--- config.mk ---
export PLATFORM = sky130hd
export DESIGN_NAME = cop_spi_master
export DESIGN_NICKNAME = d
export VERILOG_FILES = /design/src/rtl/cop_spi_pkg.sv /design/src/rtl/cop_rst_seq.sv /design/src/rtl/cop_irq_sync.sv /design/src/rtl/cop_spi_engine.sv /design/src/rtl/cop_spi_master.sv
export SDC_FILE = /design/constraint.sdc
export NUM_CORES = 1
export LEC_CHECK = 0
export ABC_CLOCK_PERIOD_IN_PS = 4930
export BUFFER_PORTS_ARGS = -buffer_cell sky130_fd_sc_hd__buf_2
export CAP_MARGIN = 25
export CORE_MARGIN = 2
export CORE_UTILIZATION = 40
export DETAILED_ROUTE_END_ITERATION = 8
export GPL_TIMING_DRIVEN = 0
export PLACE_DENSITY_LB_ADDON = 0.12
export SLEW_MARGIN = 20
export SYNTH_ARGS = -nofsm -noshare
export SYNTH_HDL_FRONTEND = slang
export SYNTH_SLANG_ARGS = --single-unit
--- constraint.sdc ---
create_clock -name clk -period 4.93 [get_ports clk]
set_input_delay 0.493 -clock clk [delete_from_list [all_inputs] [get_ports clk]]
set_output_delay 0.493 -clock clk [all_outputs]
set_load 0.01 [all_outputs]
--- src/rtl/cop_spi_pkg.sv ---
package cop_spi_pkg;
   localparam int BYTE_W = 8;
   localparam logic [BYTE_W-1:0] CMD_WRITE = 8'h04;
   localparam logic [BYTE_W-1:0] CMD_READ  = 8'h05;

   typedef enum logic [2:0] {
      ENG_IDLE,
      ENG_SETUP,
      ENG_LOW,
      ENG_HIGH,
      ENG_END,
      ENG_GAP
   } eng_state_t;
endpackage

--- src/rtl/cop_rst_seq.sv ---
module cop_rst_seq #(
   parameter int HOLD = 16
) (
   input  logic clk,
   input  logic rst_n,
   input  logic restart,
   output logic dev_rst_n
);
   localparam int CW = (HOLD > 1) ? $clog2(HOLD) : 1;
   localparam logic [CW-1:0] LOAD = CW'(HOLD - 1);

   logic [CW-1:0] remain;

   always_ff @(posedge clk or negedge rst_n) begin
      if (!rst_n) begin
         remain    <= LOAD;
         dev_rst_n <= 1'b0;
      end else if (restart) begin
         remain    <= LOAD;
         dev_rst_n <= 1'b0;
      end else if (remain != '0) begin
         remain <= remain - 1'b1;
      end else begin
         dev_rst_n <= 1'b1;
      end
   end
endmodule

--- src/rtl/cop_irq_sync.sv ---
module cop_irq_sync #(
   parameter int STAGES = 2
) (
   input  logic clk,
   input  logic rst_n,
   input  logic irq_async_n,
   output logic level_n,
   output logic fall_pulse
);
   logic [STAGES-1:0] chain;
   logic              last_q;

   always_ff @(posedge clk or negedge rst_n) begin
      if (!rst_n) begin
         chain  <= '1;
         last_q <= 1'b1;
      end else begin
         chain  <= {chain[STAGES-2:0], irq_async_n};
         last_q <= chain[STAGES-1];
      end
   end

   assign level_n    = chain[STAGES-1];
   assign fall_pulse = last_q & ~chain[STAGES-1];
endmodule

--- src/rtl/cop_spi_engine.sv ---
module cop_spi_engine
   import cop_spi_pkg::*;
#(
   parameter int HALF_DIV = 67
) (
   input  logic              clk,
   input  logic              rst_n,
   input  logic              enable,
   input  logic              start_valid,
   output logic              start_ready,
   input  logic              is_write,
   input  logic [BYTE_W-1:0] addr,
   input  logic [BYTE_W-1:0] wdata,
   output logic              done,
   output logic [BYTE_W-1:0] rdata,
   output logic              cs_n,
   output logic              sclk,
   output logic              mosi,
   input  logic              miso
);
   localparam int FRAME_BITS = 3 * BYTE_W;
   localparam int BIT_W      = $clog2(FRAME_BITS);
   localparam int CNT_W      = (2 * HALF_DIV > 1) ? $clog2(2 * HALF_DIV) : 1;
   localparam logic [CNT_W-1:0] HALF_LIM   = CNT_W'(HALF_DIV - 1);
   localparam logic [CNT_W-1:0] GAP_LIM    = CNT_W'(2 * HALF_DIV - 1);
   localparam logic [BIT_W-1:0] LAST_BIT   = BIT_W'(FRAME_BITS - 1);
   localparam logic [BIT_W-1:0] FIRST_DATA = BIT_W'(2 * BYTE_W);

   eng_state_t            state;
   logic [CNT_W-1:0]      cnt;
   logic [BIT_W-1:0]      bit_idx;
   logic [FRAME_BITS-1:0] shreg;
   logic [BYTE_W-1:0]     rx;
   logic                  rd_mode;
   logic                  tick;

   assign tick        = (cnt == ((state == ENG_GAP) ? GAP_LIM : HALF_LIM));
   assign start_ready = (state == ENG_IDLE) && enable;
   assign mosi        = cs_n ? 1'b0 : shreg[FRAME_BITS-1];

   always_ff @(posedge clk or negedge rst_n) begin
      if (!rst_n) begin
         state   <= ENG_IDLE;
         cnt     <= '0;
         bit_idx <= '0;
         shreg   <= '0;
         rx      <= '0;
         rd_mode <= 1'b0;
         cs_n    <= 1'b1;
         sclk    <= 1'b1;
         done    <= 1'b0;
         rdata   <= '0;
      end else begin
         done <= 1'b0;
         if (state == ENG_IDLE) begin
            cnt <= '0;
            if (start_valid && start_ready) begin
               shreg   <= {is_write ? CMD_WRITE : CMD_READ, addr,
                           is_write ? wdata : {BYTE_W{1'b0}}};
               rd_mode <= !is_write;
               rx      <= '0;
               bit_idx <= '0;
               cs_n    <= 1'b0;
               state   <= ENG_SETUP;
            end
         end else if (!tick) begin
            cnt <= cnt + 1'b1;
         end else begin
            cnt <= '0;
            case (state)
               ENG_SETUP, ENG_HIGH: begin
                  sclk  <= 1'b0;
                  state <= ENG_LOW;
                  if (rd_mode && (bit_idx >= FIRST_DATA))
                     rx <= {rx[BYTE_W-2:0], miso};
               end
               ENG_LOW: begin
                  sclk <= 1'b1;
                  if (bit_idx == LAST_BIT) begin
                     state <= ENG_END;
                  end else begin
                     bit_idx <= bit_idx + 1'b1;
                     shreg   <= {shreg[FRAME_BITS-2:0], 1'b0};
                     state   <= ENG_HIGH;
                  end
               end
               ENG_END: begin
                  cs_n  <= 1'b1;
                  done  <= 1'b1;
                  rdata <= rx;
                  state <= ENG_GAP;
               end
               default: state <= ENG_IDLE;
            endcase
         end
      end
   end
endmodule

--- src/rtl/cop_spi_master.sv ---
module cop_spi_master
   import cop_spi_pkg::*;
#(
   parameter int CLK_HZ      = 200_000_000,
   parameter int SCLK_MAX_HZ = 1_500_000,
   parameter int HALF_DIV    = 67,
   parameter int RST_HOLD    = 16,
   parameter int SYNC_STAGES = 2
) (
   input  logic              clk,
   input  logic              rst_n,
   input  logic              req_valid,
   output logic              req_ready,
   input  logic              req_write,
   input  logic [BYTE_W-1:0] req_addr,
   input  logic [BYTE_W-1:0] req_wdata,
   output logic              resp_valid,
   output logic [BYTE_W-1:0] resp_rdata,
   input  logic              rst_req,
   output logic              cop_rst_n,
   input  logic              irq_n,
   output logic              irq_level_n,
   output logic              irq_fall,
   output logic              spi_cs_n,
   output logic              spi_sclk,
   output logic              spi_mosi,
   input  logic              spi_miso
);
   if (HALF_DIV < 1) begin : g_bad_div
      $error("HALF_DIV must be at least 1");
   end
   if (longint'(CLK_HZ) > longint'(SCLK_MAX_HZ) * 2 * longint'(HALF_DIV)) begin : g_too_fast
      $error("serial clock would exceed SCLK_MAX_HZ; raise HALF_DIV");
   end
   if (RST_HOLD < 1) begin : g_bad_hold
      $error("RST_HOLD must be at least 1");
   end
   if (SYNC_STAGES < 2) begin : g_bad_sync
      $error("SYNC_STAGES must be at least 2");
   end

   cop_rst_seq #(.HOLD(RST_HOLD)) i_rst_seq (
      .clk       (clk),
      .rst_n     (rst_n),
      .restart   (rst_req),
      .dev_rst_n (cop_rst_n)
   );

   cop_irq_sync #(.STAGES(SYNC_STAGES)) i_irq_sync (
      .clk         (clk),
      .rst_n       (rst_n),
      .irq_async_n (irq_n),
      .level_n     (irq_level_n),
      .fall_pulse  (irq_fall)
   );

   cop_spi_engine #(.HALF_DIV(HALF_DIV)) i_engine (
      .clk         (clk),
      .rst_n       (rst_n),
      .enable      (cop_rst_n),
      .start_valid (req_valid),
      .start_ready (req_ready),
      .is_write    (req_write),
      .addr        (req_addr),
      .wdata       (req_wdata),
      .done        (resp_valid),
      .rdata       (resp_rdata),
      .cs_n        (spi_cs_n),
      .sclk        (spi_sclk),
      .mosi        (spi_mosi),
      .miso        (spi_miso)
   );
endmodule

* After elaboration in Yosys (flattened, before gate mapping)
Index checks and enable logic that the tools add are counted.
** Cells by class
- $lt $le $gt $ge :: 1
- Bitwise operators :: 3
- Add/subtract/negate cells :: 3
- Equal/unequal tests :: 10
- Reductions and logical operators :: 21
- Mux-type cells :: 38
** Operator list (count)
- $mux 24 :: 5
- $mux 8 :: 9
- $mux 5 :: 5
- $reduce_bool 2->1 :: 7
- $mux 3 :: 4
- $mux 1 :: 11
- $pmux 3 s3 :: 1
- $reduce_and 3->1 :: 3
- $add 8x1->8 const B :: 1
- $eq 8x8->1 :: 1
- $mux 4 :: 2
- $reduce_and 4->1 :: 2
- $eq 3x2->1 const B :: 2
- $eq 3x3->1 const B :: 2
- $add 5x1->5 const B :: 1
- $eq 5x5->1 const B :: 1
- $ge 5x5->1 const B :: 1
- $ne 2x2->1 const B :: 2
- $reduce_and 2->1 :: 2
- $reduce_bool 4->1 :: 1
- $sub 4x1->4 const B :: 1
- $eq 3x1->1 const B :: 1
- $logic_and 1x1->1 :: 3
- $logic_not 3->1 :: 1
- other kinds (6) :: 7
** Word-level totals
- Bits in registers :: 68
- Word-level logic and storage cells :: 90

* Logic depth before layout (Yosys ltp)
- Word-level depth :: 6
- Depth in mapped cells :: 8
- Mapped depth without buffers :: 6

* Hierarchy
A second synthesis with hierarchy kept.
** Second synthesis, totals
- Cell total of the unflattened synthesis :: 299
- Area total of the unflattened synthesis :: 3220.6 um^2
** Modules (own cells, without submodules)
- cop_spi_engine :: seq. area each 1503.9 um^2, area each 2867.8 um^2, cells each 272, times used 1
- cop_rst_seq :: seq. area each 130.1 um^2, area each 260.2 um^2, cells each 23, times used 1
- cop_irq_sync :: seq. area each 78.8 um^2, area each 92.6 um^2, cells each 4, times used 1

* Worst setup path before layout
Ideal clock, no wire load.
- Path kind :: flip-flop to flip-flop
- From :: register i_engine.state[0]
- To :: register i_engine.shreg[1]
- Library setup time :: 0.125 ns
- Cell stages (with the launch flop) :: 8
- Arrival time :: 1.973 ns
- Path slack :: 2.833 ns
- Clock period less this slack :: 2.097 ns
- Path through :: dfrtp_1 > buf_2 > or3_1 > buf_2 > nor2_1 > a211oi_4 > a21oi_4 > mux2_2
** On the way
- Longest elaborated chain between the ends :: 5
- Elaborated cells on any way between the ends :: 13
- Classes of those cells :: eq/ne (5); mux (2); reduce/logical (6)
** RTL lines
- start: declaration :: RTL line cop_spi_engine.sv:29 : eng_state_t state;
- start signal: assignment :: RTL line cop_spi_engine.sv:43 : state <= ENG_IDLE;
- start signal: assignment :: RTL line cop_spi_engine.sv:64 : state <= ENG_SETUP;
- start signal: assignment :: RTL line cop_spi_engine.sv:73 : state <= ENG_LOW;
- $eq 3x3->1 or $logic_not 3->1 (tied branches) :: RTL line cop_spi_engine.sv:37, cop_spi_engine.sv:38, cop_spi_engine.sv:55
- $mux 8 or $logic_and 1x1->1 (tied branches) :: RTL line cop_spi_engine.sv:37, cop_spi_engine.sv:38
- $eq 8x8->1 or $logic_and 1x1->1 (tied branches) :: RTL line cop_spi_engine.sv:37, cop_spi_engine.sv:57
- $reduce_bool 2->1 (no line) or $ne 2x2->1 (tied branches)
- $reduce_and 4->1 (no line)
- end signal: assignment :: RTL line cop_spi_engine.sv:58 : shreg <= {is_write ? CMD_WRITE : CMD_READ, addr,
- end signal: assignment :: RTL line cop_spi_engine.sv:83 : shreg <= {shreg[FRAME_BITS-2:0], 1'b0};
- end: declaration :: RTL line cop_spi_engine.sv:32 : logic [FRAME_BITS-1:0] shreg;
Parallel ways exist; a longest one is shown, timed or not.
A chain may end at the register's enable or synchronous reset.

* Worst setup path after layout
- From :: register i_engine.state[0]
- To :: register i_engine.shreg[7]
The elaborated chain is that of the path after synthesis.

==> results.toml <==
[outcome]
status = "finished clean"

[clock_tree]
h-tree-depth = 3
cts_root_buffer = "clkbuf_8"
cts_made_buffers = 9
clkSlewWorstSetupHoldPaths_ns = 0.08
cts_setup_buffers = 0
clock_path_buffers = 2
cts_resized = 0
clock_sinks = 68
worst_skew_pair.late_latency_ns = 0.34
cts_tree = "done"

[floorplan]
die-area_um2 = 8478
die_h_um = 92.08
die_w_um = 92.08
rows = 32
start_util_pct = 40.79
pin_count = 39
core_area_um2 = 7607

[timing]
timing.final.crit_share_pct = 50.07
finalSetupViolations = 0
hold_violations = 0
fmax_mhz = 405.1
fin_skew_ns = 0.007529
slew_headroom_pct = 52.01
worst_pin_slew_ns = 0.7143
holdWs_ns = 0.2474
period_needed_ns = 2.468
rsz0062_at_grt = "no"
tns_ns = 0
drv_slew = 0

[power_and_ir_drop]
ir_drop_uv = 159.0
powerDensity_nw_per_um2 = 339.6
p_leak_uw = 0.001749
finalPower_uw = 1250

[yosys]
postSynthCellCount = 297
synth_warnings = 0
avgSynthCellArea_um2 = 10.45
ys_ff_latch = 68
synth_cell_types = 44
synth_edf_count = 0
synth-main-ff-cell = "dfrtp_1"
ys_seq_area_share_pct = 55.20
synth_top_area_share_pct = 47.58
yosysTopAreaCell = "dfrtp_1"
synth.area.top_cells = "dfrtp_1, dfstp_2, mux2_2"
async_reset_ff_share_pct = 100.0
yosys-top-cells-count = "dfrtp_1, nand2_1, nor2_1"
synthesis.area_um2 = 3103
synth_most_common_cell = "dfrtp_1"
syn-num-nets = 323

[global_routing]
grt_util_met2_pct = 25.00
top_usage_layer = "met2"
grt_pass1_wl_um = 10930
grtUsageMet1_pct = 22.64
grt_use_total_pct = 16.26
grt-ovfl-total = 0
met3_usage_pct = 3.287
grt_max_degree = 57
grt_antenna_before_repair = 0
grt_pass1_vias = 2302

[setup_path]
path_max_fanout = 10
cp_cell_sequence = "buf_2 > or3_1 > buf_2 > nor2_1 > a211oi_4 > a21oi_4 > mux2_2"
critical_path.most_common_cell = "buf_2"
slowest_stage = "nor2_1"
cp.required_ns = 5.16
critPathMaxStageDelay_ns = 0.49
critPathLaunch = "i_engine.state[0]"
cp-end-kind = "flip-flop"
cp.arrival_ns = 2.70
setup.worst_path.start_class = "flip-flop"
r2r_start = "i_engine.state[0]"
crit_type = "flip-flop to flip-flop"

[cells_and_area]
fillers = 753
area.sequential_um2 = 1713
drive_gt1_share_pct = 25.28
final_nets = 373
antenna_cells = 0
areaGrowthSynthToFinish_pct = 18.63
fin_area_um2 = 3681
multiInputGateArea_um2 = 1291

[drt]
dr.first_iter.drc_count = 85
routed_wl_um = 6351
drc = 0
viasPerCell = 5.145
route.vias.total = 2336
wl_per_cell_um = 13.99
drt-pass1-iter-count = 4
postRouteAntennaNets = 0

[placement]
place.gp.congestion = 0.8094
place_area_um2 = 3446
numPortBuffers = 37
hpwl_um = 4298

[hold_path]
hold_path.class = "input port to flip-flop"
hold_start = "irq_n"

[run]
drv_cap = 0
metal layers:
metal	vias to the layer above	routed length (um)
met5	-	0
met4	0	113
met3	10	243
met2	43	2836
met1	1138	3158
li1	1145	-
through the flow:
| step | setup WS [ns] | cells | util [%] |
|---|---|---|---|
| 2_1_floorplan | 2.833 | 297 | - |
| 3_3_place_gp | 2.473 | 436 | 44.90 |
| 3_5_place_dp | 2.463 | 437 | 45.30 |
| 4_1_cts | 2.459 | 454 | 48.39 |
| 5_1_grt | 2.255 | 454 | 48.39 |
| 6_report | 2.462 | 454 | 48.39 |
where the power goes:
part / switching, uW / leakage [uW] / internal, uW
clock: 221 / 0.000105 / 298
combinational: 71.9 / 0.000788 / 51.4
sequential: 19.2 / 0.000857 / 590
total: 312 / 0.00175 / 938
area by class of cell:
class                      instances  share of cell area [%]
sequential                        68                   46.53
inverter                           9                  0.9177
tap                              102                   3.467
multi-input combinational        206                   35.08
timing repair buffer              39                   6.118
buffer                            14                   1.768
clock inverter                     6                   2.379
clock buffer                      10                   3.739
sequential cells by signal, summed over array words and instances (netlist names):
name / flops
i_engine.bit_idx: 5
i_engine.cnt: 8
i_engine.cs_n: 1
i_engine.done: 1
i_engine.rd_mode: 1
i_engine.rdata: 8
i_engine.rx: 8
i_engine.sclk: 1
i_engine.shreg: 24
i_engine.state: 3
i_irq_sync.chain: 2
i_irq_sync.last_q: 1
i_rst_seq.dev_rst_n: 1
i_rst_seq.remain: 4
worst paths after layout:
kind / endpoint / slack (ns) / cells past startpoint
max in group asynchronous: i_rst_seq.remain[0] / 3.82 / 3
setup reg to reg: i_engine.shreg[7] / 2.46 / 7
setup / recovery: i_engine.shreg[7] / 2.46 / 7
min in group asynchronous: i_engine.rx[7] / 0.54 / 2
hold reg to reg: i_irq_sync.chain[1] / 0.36 / 0
hold / removal: i_irq_sync.chain[0] / 0.25 / 1
cell usage in the layout, fill, tap and decap left out, types with 2 or more instances in the layout:
| master | synthesis | layout |
|---|---|---|
| dfstp_2 | 9 | 9 |
| o31ai_1 | 2 | 2 |
| a21oi_1 | 14 | 14 |
| clkbuf_1 | 8 | 8 |
| o21ai_0 | 17 | 17 |
| buf_2 | 4 | 40 |
| a22o_1 | 8 | 8 |
| or3_1 | 7 | 7 |
| bufinv_16 | 0 | 2 |
| and4b_1 | 2 | 2 |
| clkbuf_8 | 0 | 10 |
| nand3b_1 | 2 | 2 |
| dfrtp_1 | 59 | 59 |
| nand3_1 | 14 | 14 |
| and3_1 | 2 | 2 |
| a211o_1 | 2 | 2 |
| nor2_1 | 32 | 32 |
| xor2_1 | 3 | 3 |
| mux2i_1 | 2 | 2 |
| nand4_1 | 2 | 2 |
| nand2_1 | 39 | 39 |
| inv_1 | 9 | 9 |
| clkinvlp_4 | 0 | 3 |
| xnor2_1 | 4 | 4 |
| nor2b_1 | 3 | 3 |
| ha_1 | 3 | 3 |
| a41oi_1 | 2 | 2 |
| nor3_1 | 8 | 8 |
| o22a_1 | 9 | 9 |
| mux2_2 | 14 | 14 |
logic make-up after synthesis:
logic type | share of synthesized area (%)
AO/OA/AOI/OAI | 13.51
XOR/XNOR | 1.976
adder cells (fa/ha/maj) | 1.210
buffers and inverters | 3.185
flip-flops | 55.20
multiplexers | 5.726
AND/OR/NAND/NOR | 19.19
critical path, delay by kind of cell (launching register included):
kind	cells	cell delay (ns)
flip-flops	1	0.35
multiplexers	1	0.38
buffers and inverters	2	0.34
AND/OR/NAND/NOR	2	0.83
AO/OA/AOI/OAI	2	0.46
what timing repair did:
item,CTS,global route
hold endpoints to repair,11,0
hold buffers,1,0
setup endpoints to repair,0,0
(Power assumes the default switching activity.)
